==> config.mk <==
export PLATFORM = sky130hd
export DESIGN_NAME = mbox_bridge
export DESIGN_NICKNAME = d
export VERILOG_FILES = /design/src/rtl/mbox_bridge_pkg.sv /design/src/rtl/mbox_bridge_ctrl.sv /design/src/rtl/mbox_bridge_dp.sv /design/src/rtl/mbox_bridge.sv
export SDC_FILE = /design/constraint.sdc
export NUM_CORES = 1
export LEC_CHECK = 0
export CAP_MARGIN = 0
export CORE_MARGIN = 1.5
export CORE_UTILIZATION = 25
export DETAILED_ROUTE_END_ITERATION = 8
export PLACE_DENSITY_LB_ADDON = 0.25
export SLEW_MARGIN = 25
export SYNTH_ARGS = -nofsm -noshare
export SYNTH_HDL_FRONTEND = slang
export SYNTH_SLANG_ARGS = --single-unit
==> constraint.sdc <==
create_clock -name clk -period 3.05 [get_ports clk]
set_clock_uncertainty 0.2 [all_clocks]
set_input_delay 0.61 -clock clk [delete_from_list [all_inputs] [get_ports clk]]
set_output_delay 0.61 -clock clk [all_outputs]
set_load 0.1 [all_outputs]
==> src/rtl/mbox_bridge_pkg.sv <==
package mbox_bridge_pkg;
  localparam int TIMER_BYTES = 3;
  localparam int TIMER_W     = 8 * TIMER_BYTES;

  typedef struct packed {
    logic                   hostDataRd;
    logic                   hostTimerClr;
    logic                   hostMboxWr;
    logic                   hostCtlWr;
    logic                   copDataWr;
    logic                   copDataRd;
    logic [TIMER_BYTES-1:0] copLatchWr;
  } strobes_t;

  typedef enum logic [1:0] {
    HSEL_NONE,
    HSEL_DATA,
    HSEL_STATUS
  } hostSel_t;

  typedef enum logic [2:0] {
    CSEL_NONE,
    CSEL_DATA,
    CSEL_STATUS,
    CSEL_TIMER
  } copSel_t;
endpackage

==> src/rtl/mbox_bridge_ctrl.sv <==
module mbox_bridge_ctrl
  import mbox_bridge_pkg::*;
#(
  parameter logic [15:0] HOST_BASE  = 16'h3800,
  parameter logic [15:0] HOST_MASK  = 16'hFF06,
  parameter int          COP_AW     = 8,
  parameter logic [COP_AW-1:0] COP_DATA   = 8'h00,
  parameter logic [COP_AW-1:0] COP_STATUS = 8'h04,
  parameter logic [COP_AW-1:0] TIMER_BASE = 8'h20
) (
  input  logic [15:0]       hostAddr,
  input  logic              hostRd,
  input  logic              hostWr,
  input  logic [COP_AW-1:0] copAddr,
  input  logic              copRd,
  input  logic              copWr,
  output strobes_t          strobes,
  output hostSel_t          hostSel,
  output copSel_t           copSel,
  output logic [$clog2(TIMER_BYTES)-1:0] timerLane
);
  localparam logic [15:0] SEL_BITS = 16'h0006;
  localparam int LANE_W = $clog2(TIMER_BYTES);

  logic [15:0] hostMasked;
  logic        hostHit;
  logic [1:0]  hostOff;
  logic [TIMER_BYTES-1:0] laneHit;

  assign hostMasked = hostAddr & HOST_MASK;
  assign hostHit    = (hostMasked & ~SEL_BITS) == HOST_BASE;
  assign hostOff    = hostMasked[2:1];

  genvar gi;
  generate
    for (gi = 0; gi < TIMER_BYTES; gi++) begin : g_lane
      assign laneHit[gi] = copAddr == TIMER_BASE + COP_AW'(4 * gi);
      assign strobes.copLatchWr[gi] = copWr && laneHit[gi];
    end
  endgenerate

  assign strobes.hostDataRd   = hostRd && hostHit && hostOff == 2'd0;
  assign strobes.hostTimerClr = hostRd && hostHit && hostOff == 2'd1;
  assign strobes.hostMboxWr   = hostWr && hostHit && hostOff == 2'd1;
  assign strobes.hostCtlWr    = hostWr && hostHit && hostOff == 2'd2;
  assign strobes.copDataWr    = copWr && copAddr == COP_DATA;
  assign strobes.copDataRd    = copRd && copAddr == COP_DATA;

  always_comb begin
    hostSel = HSEL_NONE;
    if (hostHit && hostOff == 2'd0) hostSel = HSEL_DATA;
    else if (hostHit && hostOff == 2'd2) hostSel = HSEL_STATUS;
  end

  always_comb begin
    copSel    = CSEL_NONE;
    timerLane = '0;
    if (copAddr == COP_DATA) copSel = CSEL_DATA;
    else if (copAddr == COP_STATUS) copSel = CSEL_STATUS;
    for (int i = 0; i < TIMER_BYTES; i++) begin
      if (laneHit[i]) begin
        copSel    = CSEL_TIMER;
        timerLane = LANE_W'(i);
      end
    end
  end
endmodule

==> src/rtl/mbox_bridge_dp.sv <==
module mbox_bridge_dp
  import mbox_bridge_pkg::*;
#(
  parameter int READY_DELAY = 65536
) (
  input  logic               clk,
  input  logic               rst_n,
  input  logic               tick,
  input  strobes_t           strobes,
  input  hostSel_t           hostSel,
  input  copSel_t            copSel,
  input  logic [$clog2(TIMER_BYTES)-1:0] timerLane,
  input  logic [7:0]         hostWdata,
  input  logic [7:0]         copWdata,
  output logic [7:0]         hostRdata,
  output logic [7:0]         copRdata,
  output logic               copRstPulse,
  output logic               resetLevel,
  output logic               bridgeReady,
  output logic               c2hReady,
  output logic               h2cReady,
  output logic               busy,
  output logic [TIMER_W-1:0] timerVal
);
  localparam int CNT_W = $clog2(READY_DELAY + 1);
  localparam int HI    = TIMER_BYTES - 1;

  logic [7:0]         c2hData, h2cData;
  logic [TIMER_W-1:0] latchVal, loadVal;
  logic [CNT_W-1:0]   delayCnt;
  logic               loadNow;

  assign copRstPulse = strobes.hostCtlWr && hostWdata[0] && !resetLevel;
  assign loadNow     = strobes.copLatchWr[HI];

  always_comb begin
    loadVal = latchVal;
    loadVal[8*HI +: 8] = copWdata;
  end

  // reset level and ready delay
  always_ff @(posedge clk) begin
    if (!rst_n) begin
      resetLevel  <= 1'b0;
      bridgeReady <= 1'b0;
      delayCnt    <= '0;
    end else begin
      if (strobes.hostCtlWr) resetLevel <= hostWdata[0];
      if (copRstPulse || resetLevel) begin
        bridgeReady <= 1'b0;
        delayCnt    <= '0;
      end else if (!bridgeReady && tick) begin
        if (delayCnt == CNT_W'(READY_DELAY - 1)) begin
          bridgeReady <= 1'b1;
          delayCnt    <= '0;
        end else begin
          delayCnt <= delayCnt + 1'b1;
        end
      end
    end
  end

  // mailboxes: a set wins over a same-cycle clear
  always_ff @(posedge clk) begin
    if (!rst_n) begin
      c2hData  <= '0;
      h2cData  <= '0;
      c2hReady <= 1'b0;
      h2cReady <= 1'b0;
    end else if (copRstPulse) begin
      c2hReady <= 1'b0;
      h2cReady <= 1'b0;
    end else begin
      if (strobes.copDataWr) begin
        c2hData  <= copWdata;
        c2hReady <= 1'b1;
      end else if (strobes.hostDataRd) begin
        c2hReady <= 1'b0;
      end
      if (strobes.hostMboxWr) begin
        h2cData  <= hostWdata;
        h2cReady <= 1'b1;
      end else if (strobes.copDataRd) begin
        h2cReady <= 1'b0;
      end
    end
  end

  // timer latch, one lane per byte
  genvar gl;
  generate
    for (gl = 0; gl < TIMER_BYTES; gl++) begin : g_latch
      always_ff @(posedge clk) begin
        if (!rst_n || copRstPulse) latchVal[8*gl +: 8] <= '0;
        else if (strobes.copLatchWr[gl]) latchVal[8*gl +: 8] <= copWdata;
      end
    end
  endgenerate

  // countdown timer and busy
  always_ff @(posedge clk) begin
    if (!rst_n || copRstPulse || strobes.hostTimerClr) begin
      timerVal <= '0;
      busy     <= 1'b0;
    end else if (loadNow) begin
      timerVal <= loadVal;
      busy     <= loadVal == '0;
    end else if (tick && timerVal != '0) begin
      timerVal <= timerVal - 1'b1;
      if (timerVal == TIMER_W'(1)) busy <= 1'b0;
    end
  end

  always_comb begin
    unique case (hostSel)
      HSEL_DATA:   hostRdata = c2hReady ? c2hData : 8'h00;
      HSEL_STATUS: hostRdata = {bridgeReady, 3'b000, h2cReady, busy, 1'b0, c2hReady};
      default:     hostRdata = 8'h00;
    endcase
  end

  always_comb begin
    unique case (copSel)
      CSEL_DATA:   copRdata = h2cData;
      CSEL_STATUS: copRdata = {6'b0, c2hReady, h2cReady};
      CSEL_TIMER:  copRdata = timerVal[8*timerLane +: 8];
      default:     copRdata = 8'h00;
    endcase
  end
endmodule

==> src/rtl/mbox_bridge.sv <==
module mbox_bridge
  import mbox_bridge_pkg::*;
#(
  parameter int READY_DELAY = 65536
) (
  input  logic       clk,
  input  logic       rst_n,
  input  logic       tick,
  input  logic [15:0] hostAddr,
  input  logic       hostRd,
  input  logic       hostWr,
  input  logic [7:0] hostWdata,
  output logic [7:0] hostRdata,
  input  logic [7:0] copAddr,
  input  logic       copRd,
  input  logic       copWr,
  input  logic [7:0] copWdata,
  output logic [7:0] copRdata,
  output logic       copHold
);
  strobes_t strobes;
  hostSel_t hostSel;
  copSel_t  copSel;
  logic [$clog2(TIMER_BYTES)-1:0] timerLane;
  logic copRstPulse, resetLevel, bridgeReady, c2hReady, h2cReady, busy;
  logic [TIMER_W-1:0] timerVal;

  mbox_bridge_ctrl #(.COP_AW(8)) u_ctrl (
    .hostAddr (hostAddr),
    .hostRd   (hostRd),
    .hostWr   (hostWr),
    .copAddr  (copAddr),
    .copRd    (copRd),
    .copWr    (copWr),
    .strobes  (strobes),
    .hostSel  (hostSel),
    .copSel   (copSel),
    .timerLane(timerLane)
  );

  mbox_bridge_dp #(.READY_DELAY(READY_DELAY)) u_dp (
    .clk        (clk),
    .rst_n      (rst_n),
    .tick       (tick),
    .strobes    (strobes),
    .hostSel    (hostSel),
    .copSel     (copSel),
    .timerLane  (timerLane),
    .hostWdata  (hostWdata),
    .copWdata   (copWdata),
    .hostRdata  (hostRdata),
    .copRdata   (copRdata),
    .copRstPulse(copRstPulse),
    .resetLevel (resetLevel),
    .bridgeReady(bridgeReady),
    .c2hReady   (c2hReady),
    .h2cReady   (h2cReady),
    .busy       (busy),
    .timerVal   (timerVal)
  );

  assign copHold = resetLevel || !bridgeReady;
endmodule

Word level (Yosys, flattened, before mapping)
Cells that the tools add are included.
{ "totals": {"reg_bits": 78, "latchBits": 0, "ramBits": 0, "romBits": 0, "in_bits": 47, "wordCells": 90, "n_memories": 0} }
{ "op_classes": {"n_addsub": 2, "n_mul": 0, "div_mod_pow": 0, "magnitude_cmp": 0, "eq_ne": 14, "shift": 1, "mux": 22, "n_bitwise": 2, "reduce_logical": 38} }
{ "ops": {"columns": ["operator", "n"], "rows": [
  ["two-way mux 24 bit", 2],
  ["== test 8 x 6 -> 1 bit, second input constant", 4],
  ["== test 24 x 1 -> 1 bit, second input constant", 1],
  ["logical NOT 24 bit", 1],
  ["case mux 8 bit (3 select lines)", 1],
  ["nonzero test 24 bit", 1],
  ["variable part select 24 x 6 -> 8 bit", 1],
  ["subtractor 24 x 1 -> 24 bit, second input constant", 1],
  ["adder 17 x 1 -> 17 bit, second input constant", 1],
  ["== test 17 x 16 -> 1 bit, second input constant", 1],
  ["logical AND 1 bit", 17],
  ["two-way mux 17 bit", 1],
  ["case mux 8 bit (2 select lines)", 1],
  ["two-way mux 3 bit", 4],
  ["== test 8 x 3 -> 1 bit, second input constant", 1],
  ["logical NOT 8 bit", 1],
  ["two-way mux 1 bit", 8],
  ["two-way mux 2 bit", 4],
  ["two-way mux 8 bit", 1],
  ["AND reduction 2 bit", 4],
  ["nonzero test 2 bit", 4],
  ["== test 3 x 2 -> 1 bit, second input constant", 2],
  ["== test 2 x 1 -> 1 bit, second input constant", 2],
  ["== test 2 bit, second input constant", 2],
  ["other kinds (6)", 13]
]} }

Longest topological paths before layout
{ "logic_depth": {"word_depth": 8, "depth_mapped": 8, "ltp_nobuf": 8} }

Modules after synthesis
From an unflattened synthesis, not the netlist that was laid out.
{ "hier_totals": {"cells_unflattened": 502, "area_unflattened_um2": 4340.4} }
{ "by_module_without_submodules": {"columns": ["mod", "n_inst", "cells_per_inst", "area_per_inst_um2", "seq_area_each_um2"], "rows": [
  ["mbox_bridge_dp", 1, 466, 4093.9, 1561.5],
  ["mbox_bridge_ctrl", 1, 35, 240.2, 0.0],
  ["mbox_bridge", 1, 1, 6.3, 0.0]
]} }

Worst setup path before layout
No wires, ideal clock.
{ "synth_timing": {"path_kind": "input -> output", "from": "in copAddr[4]", "to": "out copRdata[0]", "arrival_ns": 3.525, "t_required_ns": 2.240, "slack_ns": -1.285, "cell_stages": 3, "path_buffers": 0, "cell_sequence": "nor4_1 or4b_1 o21ai_0"} }
{ "synth_between": {"elab_chain_cells": 8} }
{ "synth_rtl": {"columns": ["element", "line", "source"], "rows": [
  ["start, declared", "mbox_bridge.sv:14", "input logic [7:0] copAddr,"],
  ["branches (longest 7 deep; another with variable part select 24 x 6 -> 8 bit)", null, null],
  ["case mux 8 bit (3 select lines) *", "mbox_bridge_dp.sv:123", "unique case (copSel)"],
  ["end, declared", "mbox_bridge.sv:18", "output logic [7:0] copRdata,"]
]} }
Mark *: on every way between the ends.

Final worst setup path
{ "layout_timing": {"from": "in copAddr[6]", "to": "out copRdata[6]"} }
Same word-level chain as after synthesis.

==> out/metrics.yaml <==
cts_buffers: 9
die_y_um: 129
vias: 3668
overflow: 0
cts.hold.buffers_added: 0
antennaDiodeCount: 0
cts_tree: "built"
port_buffers: 57
clk_pin_slew_ns: 0.06
worst_pin_slew_ns: 0.565
routedWlPerCell_um: 15.4
fin_util_pct: 36.4
cts_root_buf: "clkbuf_16"
status: "complete, no violations"
synth_edf_count: 0
p_leak_uw: 0.00214
synthTopCellsByArea: "dfxtp_1, mux2i_1, nor2_1"
critPathMaxFanout: 7
viasPerCell: 4.85
max_freq_mhz: 334
endpoint_kind: "primary output"
yosys.area.top_type_share_pct: 39.3
grt_pass1_wl_um: 19000
grt_pass1_vias: 3726
grt_use_total_pct: 14.8
hold_violations: 0
io_pins: 64
grt_antenna_before_repair: 0
syn_avg_cell_area_um2: 8.54
clk_latency_ns: 0.34
grt_max_degree: 26
synth-seq-area-share_pct: 39.3
drv_slew: 0
rows: 45
min_path_type: "flop to flop"
setup_viol: 0
rsz0062_at_grt: "false"
worstPathArrival_ns: 2.18
ant_nets: 0
totalWireLength_um: 11700
min_period_over_period_pct: 98.1
synthMostInstantiatedCell: "dfxtp_1"
synth.largest_area_cell: "dfxtp_1"
cp.required_ns: 2.24
nNetsFinal: 592
post-route-drc-count: 0
start_util_pct: 25.8
globalplace.congestion: 0.853
syn-num-nets: 516
synth_ff_type: "dfxtp_1"
die_x_um: 129
relSlewSlack_pct: 62.1
drive_gt1_share_pct: 19.0
first_pass_iters: 4
ir_drop_uv: 335
post-place-ws_ns: -0.329
syn_inst: 465
tns_ns: 0
die-area_um2: 16700
syn-cell-area_um2: 3970
dp_hpwl_um: 8700
drt_iter0_markers: 215
synth_cell_types: 55
async_flop_share_pct: 0
fin_crit_ns: 2.99
cp-start-kind: "input port"
cts_max_level: 3
area_growth_syn_to_layout_pct: 40.8
clk_path_buf_depth: 2
synth-seq-cells: 78
setup_slack_ns: 0.0578
yosys_warnings: 0
drv_cap: 0
criticalPathCategory: "input port to primary output"
core_um2: 15400
ys_top_cells_by_count: "dfxtp_1, nor2_1, nand2_1"
p_per_area_nw_per_um2: 617
clock-sinks: 78
==> repair_timing <==
action,CTS,global route
endpoints found under the hold margin,0,0
pin swaps,12,5
resized for setup,30,5
buffers inserted,3,0
endpoints found under the setup margin,16,18
==> sequential cells by signal, summed over array words and instances (netlist names) <==
name              flops
u_dp.delayCnt        17
u_dp.latchVal        16
u_dp.c2hData          8
u_dp.timerVal        24
u_dp.bridgeReady      1
u_dp.h2cReady         1
u_dp.h2cData          8
u_dp.resetLevel       1
u_dp.busy             1
u_dp.c2hReady         1
==> cells in the final DEF, fill, tap and decap left out, types with 3 or more instances in the layout <==
cell type and n:
ha_1 4, dlygate4sd2_1 6, nand2_1 52, and3_4 4
and3_1 5, nand3_1 21, o21ai_0 16, a211oi_2 3
a211oi_1 21, a21oi_1 14, a22o_4 9, nor3_1 8
clkdlybuf4s50_1 32, nor2_1 69, or4_4 3, nor4_2 3
xnor2_1 11, buf_4 25, xor2_1 24, nor4_1 10
or3_1 5, dfxtp_1 78, nor2b_1 3, buf_12 18
clkbuf_16 9, buf_6 3, mux2i_1 29, nand4_1 8
==> kinds of logic (layout without fill, tap and decap cells) <==
group | count (synthesis) | in the layout | share of synthesized area [%]
AND/OR/NAND/NOR | 221 | 221 | 28.3
XOR/XNOR | 35 | 35 | 7.72
multiplexers | 30 | 30 | 7.59
adder cells (fa/ha/maj) | 4 | 4 | 1.26
AO/OA/AOI/OAI | 73 | 73 | 13.1
flip-flops | 78 | 78 | 39.3
buffers and inverters | 24 | 105 | 2.68
==> critical path: stages <==
cell and delay (ns):
dlygate4sd2_1 0.24, nor4_2 0.22, or4b_4 0.53, nor2_4 0.11
buf_6 0.15, a22o_4 0.16, buf_12 0.17
==> final timing paths <==
kind	cells after the start	startpoint	slack [ns]	to
worst max register to register	6	u_dp.timerVal[11]	0.39	u_dp.timerVal[17]
worst max-delay path	7	copAddr[6]	0.06	copRdata[6]
worst min register to register	2	u_dp.delayCnt[16]	0.26	u_dp.delayCnt[16]
worst min-delay path	2	u_dp.delayCnt[16]	0.26	u_dp.delayCnt[16]
==> final cells by class <==
cell class	instances	area, µm²
fillers	1534	9780
multi-input cells	363	2470
flip-flops and latches	78	1560
repair buffers	86	975
well taps	211	264
clock buffers	11	253
clock inverters	5	56.3
inverters	3	11.3
==> power breakdown <==
group	switching [µW]	leakage, µW	internal (µW)	total (µW)
clock	433	0.000152	679	1110
combinational	576	0.00136	488	1060
sequential	148	0.000631	1130	1280
==> per-layer routing <==
metal,track usage (%),part of all wire [%]
met4,5.22,1.6
met5,0,0
met2,24.9,47
met3,3.22,5.7
met1,18.9,46
==> through the flow <==
| stage | hold WS, ns | instance area, µm² | cells | total power, µW |
|---|---|---|---|---|
| CTS | 0.267 | 5570 | 757 | 3480 |
| floorplan | 0.223 | 4000 | 465 | 2050 |
| global placement | 0.234 | 5120 | 738 | 2340 |
| detailed placement | 0.256 | 5120 | 738 | 2340 |
| finish | 0.265 | 5590 | 757 | 3450 |
| global route | 0.287 | 5590 | 757 | 3650 |
Power figures use the tool's default switching activity.
